--- src/rtl/epbuf_arb_pkg.sv ---
package epbuf_arb_pkg;
   localparam int unsigned DEF_SRC   = 3;
   localparam int unsigned DEF_DEPTH = 512;
   localparam int unsigned DEF_WORD  = 32;

   function automatic bit is_pow2(input int unsigned v);
      return (v != 0) && ((v & (v - 1)) == 0);
   endfunction
endpackage

--- src/rtl/epbuf_arb_pick.sv ---
module epbuf_arb_pick #(
   parameter int N = 3
) (
   input  logic         clk,
   input  logic         rst_n,
   input  logic [N-1:0] valid,
   input  logic [N-1:0] write,
   output logic [N-1:0] grant,
   output logic         grant_wr
);
   logic [N-1:0] wr_req;
   logic [N-1:0] rd_req;
   logic [N-1:0] wr_pick;
   logic [N-1:0] rd_pick;

   assign wr_req = valid & write;
   assign rd_req = valid & ~write;

   // lowest index wins inside each class
   always_comb begin
      logic wr_taken;
      logic rd_taken;
      wr_taken = 1'b0;
      rd_taken = 1'b0;
      for (int i = 0; i < N; i++) begin
         wr_pick[i] = wr_req[i] & ~wr_taken;
         rd_pick[i] = rd_req[i] & ~rd_taken;
         wr_taken   = wr_taken | wr_req[i];
         rd_taken   = rd_taken | rd_req[i];
      end
   end

   assign grant_wr = |wr_req;
   assign grant    = grant_wr ? wr_pick : rd_pick;


   one_grant_chk: assert property (@(posedge clk) disable iff (!rst_n)
      $onehot0(grant));

   grant_has_req_chk: assert property (@(posedge clk) disable iff (!rst_n)
      (grant & ~valid) == '0);

   write_first_chk: assert property (@(posedge clk) disable iff (!rst_n)
      (|(valid & write)) |-> ((grant & ~write) == '0));

   for (genvar i = 1; i < N; i++) begin : g_order

      wr_order_chk: assert property (@(posedge clk) disable iff (!rst_n)
         (grant[i] && write[i]) |-> ((valid[i-1:0] & write[i-1:0]) == '0));

      rd_order_chk: assert property (@(posedge clk) disable iff (!rst_n)
         (grant[i] && !write[i]) |-> (valid[i-1:0] == '0 && (valid & write) == '0));
   end
endmodule

--- src/rtl/epbuf_arb_mux.sv ---
module epbuf_arb_mux #(
   parameter int N      = 3,
   parameter int ADDR_W = 9,
   parameter int DATA_W = 32
) (
   input  logic [N-1:0]        sel,
   input  logic [N*ADDR_W-1:0] addr_in,
   input  logic [N*DATA_W-1:0] data_in,
   output logic [ADDR_W-1:0]   addr_out,
   output logic [DATA_W-1:0]   data_out
);
   logic [ADDR_W-1:0] addr_term [N];
   logic [DATA_W-1:0] data_term [N];

   for (genvar i = 0; i < N; i++) begin : g_term
      assign addr_term[i] = {ADDR_W{sel[i]}} & addr_in[i*ADDR_W +: ADDR_W];
      assign data_term[i] = {DATA_W{sel[i]}} & data_in[i*DATA_W +: DATA_W];
   end

   always_comb begin
      addr_out = '0;
      data_out = '0;
      for (int i = 0; i < N; i++) begin
         addr_out = addr_out | addr_term[i];
         data_out = data_out | data_term[i];
      end
   end
endmodule

--- src/rtl/epbuf_arb_rtn.sv ---
module epbuf_arb_rtn #(
   parameter int N = 3
) (
   input  logic         clk,
   input  logic         rst_n,
   input  logic [N-1:0] rd_grant,
   output logic [N-1:0] rsp_valid
);
   always_ff @(posedge clk or negedge rst_n) begin
      if (!rst_n) rsp_valid <= '0;
      else        rsp_valid <= rd_grant;
   end
endmodule

--- src/rtl/epbuf_arbiter.sv ---
module epbuf_arbiter
   import epbuf_arb_pkg::*;
#(
   parameter  int N_SRC  = int'(DEF_SRC),
   parameter  int DEPTH  = int'(DEF_DEPTH),
   parameter  int DATA_W = int'(DEF_WORD),
   localparam int ADDR_W = $clog2(DEPTH)
) (
   input  logic                    clk,
   input  logic                    rst_n,
   input  logic [N_SRC-1:0]        req_valid,
   input  logic [N_SRC-1:0]        req_write,
   input  logic [N_SRC*ADDR_W-1:0] req_addr,
   input  logic [N_SRC*DATA_W-1:0] req_wdata,
   output logic [N_SRC-1:0]        req_ack,
   output logic [N_SRC-1:0]        rsp_valid,
   output logic [DATA_W-1:0]       rsp_rdata,
   output logic                    ram_en,
   output logic                    ram_we,
   output logic [ADDR_W-1:0]       ram_addr,
   output logic [DATA_W-1:0]       ram_wdata,
   input  logic [DATA_W-1:0]       ram_rdata
);
   if (N_SRC < 1) begin : g_bad_src
      $error("N_SRC must be at least 1");
   end
   if (!is_pow2(DEPTH) || DEPTH < 2) begin : g_bad_depth
      $error("DEPTH must be a power of two of at least 2");
   end
   if (DATA_W < 1) begin : g_bad_data
      $error("DATA_W must be at least 1");
   end

   logic [N_SRC-1:0] live_req;
   logic [N_SRC-1:0] grant;
   logic             grant_wr;
   logic [N_SRC-1:0] rd_grant;

   assign live_req = req_valid & {N_SRC{rst_n}};

   epbuf_arb_pick #(.N(N_SRC)) u_pick (
      .clk      (clk),
      .rst_n    (rst_n),
      .valid    (live_req),
      .write    (req_write),
      .grant    (grant),
      .grant_wr (grant_wr)
   );

   epbuf_arb_mux #(.N(N_SRC), .ADDR_W(ADDR_W), .DATA_W(DATA_W)) u_mux (
      .sel      (grant),
      .addr_in  (req_addr),
      .data_in  (req_wdata),
      .addr_out (ram_addr),
      .data_out (ram_wdata)
   );

   assign rd_grant = grant_wr ? '0 : grant;

   epbuf_arb_rtn #(.N(N_SRC)) u_rtn (
      .clk       (clk),
      .rst_n     (rst_n),
      .rd_grant  (rd_grant),
      .rsp_valid (rsp_valid)
   );

   assign req_ack   = grant;
   assign ram_en    = |grant;
   assign ram_we    = grant_wr;
   assign rsp_rdata = ram_rdata;


   idle_quiet_chk: assert property (@(posedge clk) disable iff (!rst_n)
      (req_valid == '0) |-> (!ram_en && !ram_we && req_ack == '0));

   we_needs_en_chk: assert property (@(posedge clk) disable iff (!rst_n)
      ram_we |-> ram_en);

   for (genvar i = 0; i < N_SRC; i++) begin : g_rsp

      rsp_follows_read_chk: assert property (@(posedge clk) disable iff (!rst_n)
         (req_ack[i] && !req_write[i]) |=> rsp_valid[i]);

      rsp_has_cause_chk: assert property (@(posedge clk) disable iff (!rst_n)
         rsp_valid[i] |-> $past(req_ack[i] && !req_write[i] && ram_en && !ram_we));
   end
endmodule

--- config.mk ---
export PLATFORM = sky130hd
export DESIGN_NAME = epbuf_arbiter
export DESIGN_NICKNAME = d
export VERILOG_FILES = /design/src/rtl/epbuf_arb_pkg.sv /design/src/rtl/epbuf_arb_pick.sv /design/src/rtl/epbuf_arb_mux.sv /design/src/rtl/epbuf_arb_rtn.sv /design/src/rtl/epbuf_arbiter.sv
export SDC_FILE = /design/constraint.sdc
export NUM_CORES = 1
export LEC_CHECK = 0
export BUFFER_PORTS_ARGS = -buffer_cell sky130_fd_sc_hd__buf_2
export CORE_AREA = 2 2 95 97
export CTS_CLUSTER_SIZE = 20
export DETAILED_ROUTE_END_ITERATION = 8
export DIE_AREA = 0 0 97 99
export GPL_ROUTABILITY_DRIVEN = 0
export SYNTH_ARGS = -nofsm -noshare
export SYNTH_HDL_FRONTEND = slang
export SYNTH_HIERARCHICAL = 1
export SYNTH_SLANG_ARGS = --single-unit
--- constraint.sdc ---
create_clock -name clk -period 2.4 [get_ports clk]
set_clock_uncertainty 0.1 [all_clocks]
set_input_delay 0.12 -clock clk [delete_from_list [all_inputs] [get_ports clk]]
set_output_delay 0.12 -clock clk [all_outputs]
set_load 0.1 [all_outputs]
==> results of run 1 <==
## kinds of logic (layout without fill, tap and decap cells)
kind of cell | Yosys count | count (layout) | share of synthesized area
buffers and inverters | 89 | 232 | 0.470
AOI/OAI and AO/OA | 47 | 47 | 0.405
and+or+nand+nor | 11 | 11 | 0.0584
DFF | 3 | 3 | 0.0661
## what timing repair did
item | 4_1_cts | 5_1_grt
endpoints found under the hold margin | 3 | 0
hold buffers | 1 | 0
buffers inserted | 0 | 0
## area by class of cell
| type | instances | area share |
|---|---|---|
| well taps | 108 | 0.0527 |
| flip-flops and latches | 3 | 0.0293 |
| multi-input cells | 58 | 0.210 |
| inverters | 42 | 0.0615 |
| clock buffers | 4 | 0.0176 |
| repair buffers | 186 | 0.629 |
## metal layers
metal	vias to the layer above	global-route usage	share of wire
met3	12	0.0369	0.12
met1	814	0.0980	0.31
li1	822	-	-
met2	158	0.213	0.55
met4	0	0.0401	0.026
met5	-	0	0
## cells in the final DEF, fill, tap and decap left out
cell type / Yosys / routed
or2b_1: 2 / 2
or3_1: 1 / 1
a222oi_1: 41 / 41
a21oi_1: 1 / 1
a22oi_1: 1 / 1
buf_12: 0 / 44
and2_1: 3 / 3
a221oi_4: 0 / 1
inv_2: 0 / 41
nor2b_1: 3 / 3
dfrtp_1: 3 / 3
clkbuf_1: 1 / 1
buf_4: 32 / 6
a21boi_1: 1 / 1
inv_1: 42 / 1
nand2_1: 2 / 2
clkbuf_8: 0 / 3
o21a_1: 2 / 1
o21a_2: 0 / 1
dlygate4sd3_1: 0 / 1
buf_2: 4 / 135
## metrics by stage
stage / total power [mW] / hold slack, ns / instances / worst slack, ns
global route: 1.41 / 0.140 / 401 / 0.289
detailed placement: 1.22 / -0.165 / 396 / 0.324
global placement: 1.21 / -0.173 / 396 / 0.388
finish: 1.36 / 0.140 / 401 / 0.356
CTS: 1.37 / 0.141 / 401 / 0.373
floorplan: 1.02 / -0.276 / 150 / -0.0304
## report_power, final
part | switching, mW | internal (mW)
clock network | 0.0304 | 0.113
logic | 0.753 | 0.410
registers | 0.000549 | 0.0537
total | 0.784 | 0.576
## worst max path at each step
stage	endpoint	slack, ns	cells after the start
floorplan	ram_addr[0]	-0.03	6
global placement	ram_addr[4]	0.39	8
detailed placement	ram_addr[4]	0.32	8
CTS	ram_addr[4]	0.37	8
global route	ram_addr[4]	0.29	8
finish	ram_addr[4]	0.36	8
==> impl_results.md, run 1 <==
- Antenna cells: 0
- Worst path slowest cell: a222oi_1
- Yosys warns: 6
- Worst Path Arrival: 1.82 ns
- CTS tree: built
- Gr usage total: 0.106
- Core Footprint: 0.00855 mm^2
- Largest reg by FF count: u_rtn/rsp_valid
- Post-DR vias/cell: 4.50
- Final wirelength: 5.77 mm
- CP required: 2.18 ns
- Drt first pass iters: 6
- Avg WL per Cell: 14.4 um
- Top Ports: 244
- Dominant synthesized flop cell: dfrtp_1
- IO buf count: 179
- Dpl hpwl: 4.97 mm
- Critical path, cell by cell: buf_2 -> and2_1 -> a21boi_1 -> o21a_2 -> buf_4 -> a222oi_1 -> inv_2 -> buf_12
- First-pass GRT wire length: 8.51 mm
- Nets: 457
- Pwr dens: 531 mW/mm^2
- Die ar.: 0.00960 mm^2
- Relative slew slack: 0.680
- Vias in the first global route: 1,789
- Clock Tree Root: clkbuf_8
- LEAKAGE: 1.40 nW
- Via count of the routed design: 1,806
- Post-route antenna net violation count: 0
- Crit path time final: 2.04 ns
- CTS Sinks: 3
- Register area: 75.1 um^2
- Initial Util: 0.133
- RSZ-0062 raised after global routing: no
- Number of synthesized flops with an enable pin: 0
- Global route overflow: 0
- Hold Path Sink: rsp_rdata[10]
- Synth top cells by count: inv_1, a222oi_1, buf_4
- DIE WIDTH: 97 um
- Hold Path Depth: 0
- Final Hold Fails: 0
- Top Family by Delay on Critical Path: compound AO/OA/AOI/OAI gates
- Sequential-to-total area share from yosys stat: 0.0661
- Area taken by multi-input logic gates: 539 um^2
- FP Rows: 34
- Status: complete, no violations
- Post-route setup TNS: 0 ns
- DRT iter0 DRCs: 135
- Non-Filler Cell Area, Final: 0.00256 mm^2
- Hold Crit Class: input pin to primary output
- Final setup viols: 0
- DRC violations left: 0
- Avg Cell Area, Syn: 7.57 um^2
- Max IR drop VDD: 0.167 mV
- Critical-path maximum fanout: 26
- Synthesized Nets: 313
- Highest Clock Rate: 0.489 GHz
- Worst Tran Pin Value: 0.480 ns
- Pin count of the biggest net entering global routing: 27
- Worst setup SP type: input pin
- Final Max Slew Viols: 0
- Post-CTS sizing: 0
- Yosys reg bits: 3
- Area Overhead vs Synth: 126%
- H-tree Lvls: 1
- Cells after Synth: 150
- Worst path max stage delay: 0.50 ns
- Crit path kind: input pin to primary output
- Synth area leaders: a222oi_1, buf_4, inv_1, buf_6, dfrtp_1
- CP endpoint kind: primary output
- Die H: 99 um
- # fillers: 887
- Synth top area share: 0.361
- Critical Path Start: rst_n
- Initial antenna violation count: 0
- MaxCap Viol Count: 0
- Hold Path Origin: ram_rdata[10]
- Top flop regs: u_rtn/rsp_valid x3
- CTS Buf Count: 3
- Synthesized cell area: 0.00114 mm^2
- Count leader, synth: inv_1
- WP buf/inv: 4
- End-of-flow core utilization: 0.300
- Area leader, netlist: a222oi_1
- FFs w/ async S/R, synth: 1.00
- CTS Buffer Depth: 2
- Placed instance area: 0.00251 mm^2
- Layout cells sized above 1: 0.788
- Period utilisation layout: 0.852
- Cell variety after synth: 17
- Largest register FFs: 3
Power figures use the tool's default switching activity.
==> inputs of run 2 (changes only) <==
ABC_AREA = 1   (was default)
CORE_AREA = 2 2 94 96   (was 2 2 95 97)
DIE_AREA = 0 0 96 98   (was 0 0 97 99)
==> run 2 against run 1 <==
Sequential cell count is the same; synthesized area grew 17%; setup slack gained 0.0023 ns; critical path depth grew 1; wire length grew 4.0%; sequential power grew 0.7%; count of clock-buffer cells in the layout is the same; critical path type unchanged; largest power group unchanged.
==> impl_results.md, run 2 <==
- DIE WIDTH: 96 um
- Largest family of logic cells by synthesized area: simple AND/OR/NAND/NOR gates
- Critical path, cell by cell: buf_2 -> nand2_1 -> inv_1 -> nand2_1 -> nand2_1 -> o21ai_4 -> nand2_1 -> nand3_2 -> buf_12
- Yosys warns: 6
- Gr usage total: 0.109
- Synth area leaders: nand2_1, buf_4, nand3_1, buf_6, dfrtp_1
- Antenna cells: 0
- Sequential-to-total area share from yosys stat: 0.0566
- Clock Tree Root: clkbuf_8
- Avg Cell Area, Syn: 5.39 um^2
- MaxCap Viol Count: 0
- Pin count of the biggest net entering global routing: 45
- Worst path max stage delay: 0.71 ns
- Compound-cell area share of the yosys netlist: 0.0104
- Highest Clock Rate: 0.490 GHz
- H-tree Lvls: 1
- Critical Path Start: rst_n
- Largest register FFs: 3
- Post-synthesis mux area share: 0
- Avg WL per Cell: 12.1 um
- Most common cell after layout, fill and taps aside: buf_2
- Area taken by multi-input logic gates: 0.00100 mm^2
- Critical-path maximum fanout: 22
- Worst Tran Pin Value: 0.828 ns
- Most used cell, CP: nand2_1
- Hold Path Origin: ram_rdata[24]
- Pwr dens: 506 mW/mm^2
- Largest reg by FF count: u_rtn/rsp_valid
- Synth top area share: 0.374
- Area leader, netlist: nand2_1
- Hold Crit Class: input pin to primary output
- Top Ports: 244
- End-of-flow core utilization: 0.344
- Drt first pass iters: 4
- Worst setup SP type: input pin
- Status: complete, no violations
- DRC violations left: 0
- FFs w/ async S/R, synth: 1.00
- LEAKAGE: 1.67 nW
- Post-Synth Adder-Cell Area: 0
- Crit path kind: input pin to primary output
- Worst setup margin: 0.359 ns
- Cell variety after synth: 12
- First-pass GRT wire length: 8.53 mm
- RSZ-0062 raised after global routing: no
- Die H: 98 um
- Final setup viols: 0
- Dpl hpwl: 4.75 mm
- Final Hold Fails: 0
- Synthesized cell area: 0.00133 mm^2
- Synthesized Nets: 409
- Area Overhead vs Synth: 119%
- Vias in the first global route: 1,983
- CP endpoint kind: primary output
- CP required: 2.18 ns
- Nets: 552
- CTS tree: built
- Synth Area in XOR/XNOR: 0
- Final Max Slew Viols: 0
- Synth top cells by count: nand2_1, nand3_1, buf_4
- # fillers: 888
- Yosys reg bits: 3
- Relative slew slack: 0.446
- Dominant synthesized flop cell: dfrtp_1
- Worst Path Arrival: 1.82 ns
- Max IR drop VDD: 0.346 mV
- IO buf count: 179
- Final hold slack: 0.140 ns
- Die ar.: 0.00941 mm^2
- Via count of the routed design: 2,015
- CTS Sinks: 3
- Initial antenna violation count: 0
- Crit path time final: 2.04 ns
- WP buf/inv: 3
- Dpl ws: 0.0710 ns
- Layout cells sized above 1: 0.598
- CTS Buffer Depth: 2
- Post-route antenna net violation count: 0
- Post CTS Setup Buffer Count: 0
- Final wirelength: 6.00 mm
- Post-DR vias/cell: 4.06
- Global route overflow: 0
- Simple-gate portion of the synthesized area: 0.596
- FP Rows: 34
- Core Footprint: 0.00847 mm^2
- Most frequent cells in the layout: buf_2, nand2_1, buf_12
- Period utilisation layout: 0.851
- Number of synthesized flops with an enable pin: 0
- Cells after Synth: 246
- Count leader, synth: nand2_1
- Top flop regs: u_rtn/rsp_valid x3
- Initial Util: 0.157
- Register area: 75.1 um^2
- CTS Buf Count: 3
- Top Family by Delay on Critical Path: compound AO/OA/AOI/OAI gates
- DRT iter0 DRCs: 16
- Worst path slowest cell: o21ai_4
-- run 2: cell count changes after synthesis, moves of 3 or more --
cell      delta
nand3_2      +7
nand2_2      +3
nor2_1       +4
nor2b_1      -3
and2_1       -3
a222oi_1    -41
nand2_1    +130
buf_6        +5
inv_1       -32
nand3_1     +37
buf_2        -4
-- run 2: per-stage QoR --
stage	power [mW]	instances	setup TNS (ns)	instance area (um^2)
6_report	1.47	496	0	2910
5_1_grt	1.53	496	0	2910
4_1_cts	1.48	495	0	2890
3_5_place_dp	1.33	490	0	2840
3_3_place_gp	1.32	490	0	2840
2_1_floorplan	1.10	246	-0.0765	1510
-- run 2: layer usage --
layer  up-vias  GRT usage  wire, um
met5         -          0         0
met4         0     0.0231        55
met3        12     0.0270       485
met2       111      0.210      3130
met1       876      0.115      2340
li1       1016          -         -
-- run 2: cell type report --
cell class,count,share of cell area
Multi-Input combinational cell,187,0.345
Tap cell,108,0.0465
Timing Repair Buffer,184,0.554
Sequential cell,3,0.0258
Inverter,10,0.0129
Clock buffer,4,0.0155
-- run 2: worst paths after layout --
| kind | to | slack [ns] | depth (start not counted) |
|---|---|---|---|
| max | ram_wdata[31] | 0.36 | 9 |
| min | rsp_rdata[24] | 0.14 | 0 |
| min in group asynchronous | u_rtn/rsp_valid[0] | 0.20 | 2 |
| max in group asynchronous | u_rtn/rsp_valid[2] | 1.85 | 2 |
-- run 2: power by group --
group | leakage, nW | internal, mW | switching, mW
Combinational | 1.61 | 0.436 | 0.838
Sequential | 0.0404 | 0.0539 | 0.000741
Clock | 0.0228 | 0.113 | 0.0305
-- run 2: cells by family after synthesis --
family	count (synthesis)
and+or+nand+nor	184
DFF	3
buffers and inverters	57
AOI/OAI and AO/OA	2
-- run 2: what timing repair did --
action	CTS	global route
gates resized for setup	0	1
hold endpoints to repair	3	0
setup endpoints to repair	0	35
hold buffers	1	0
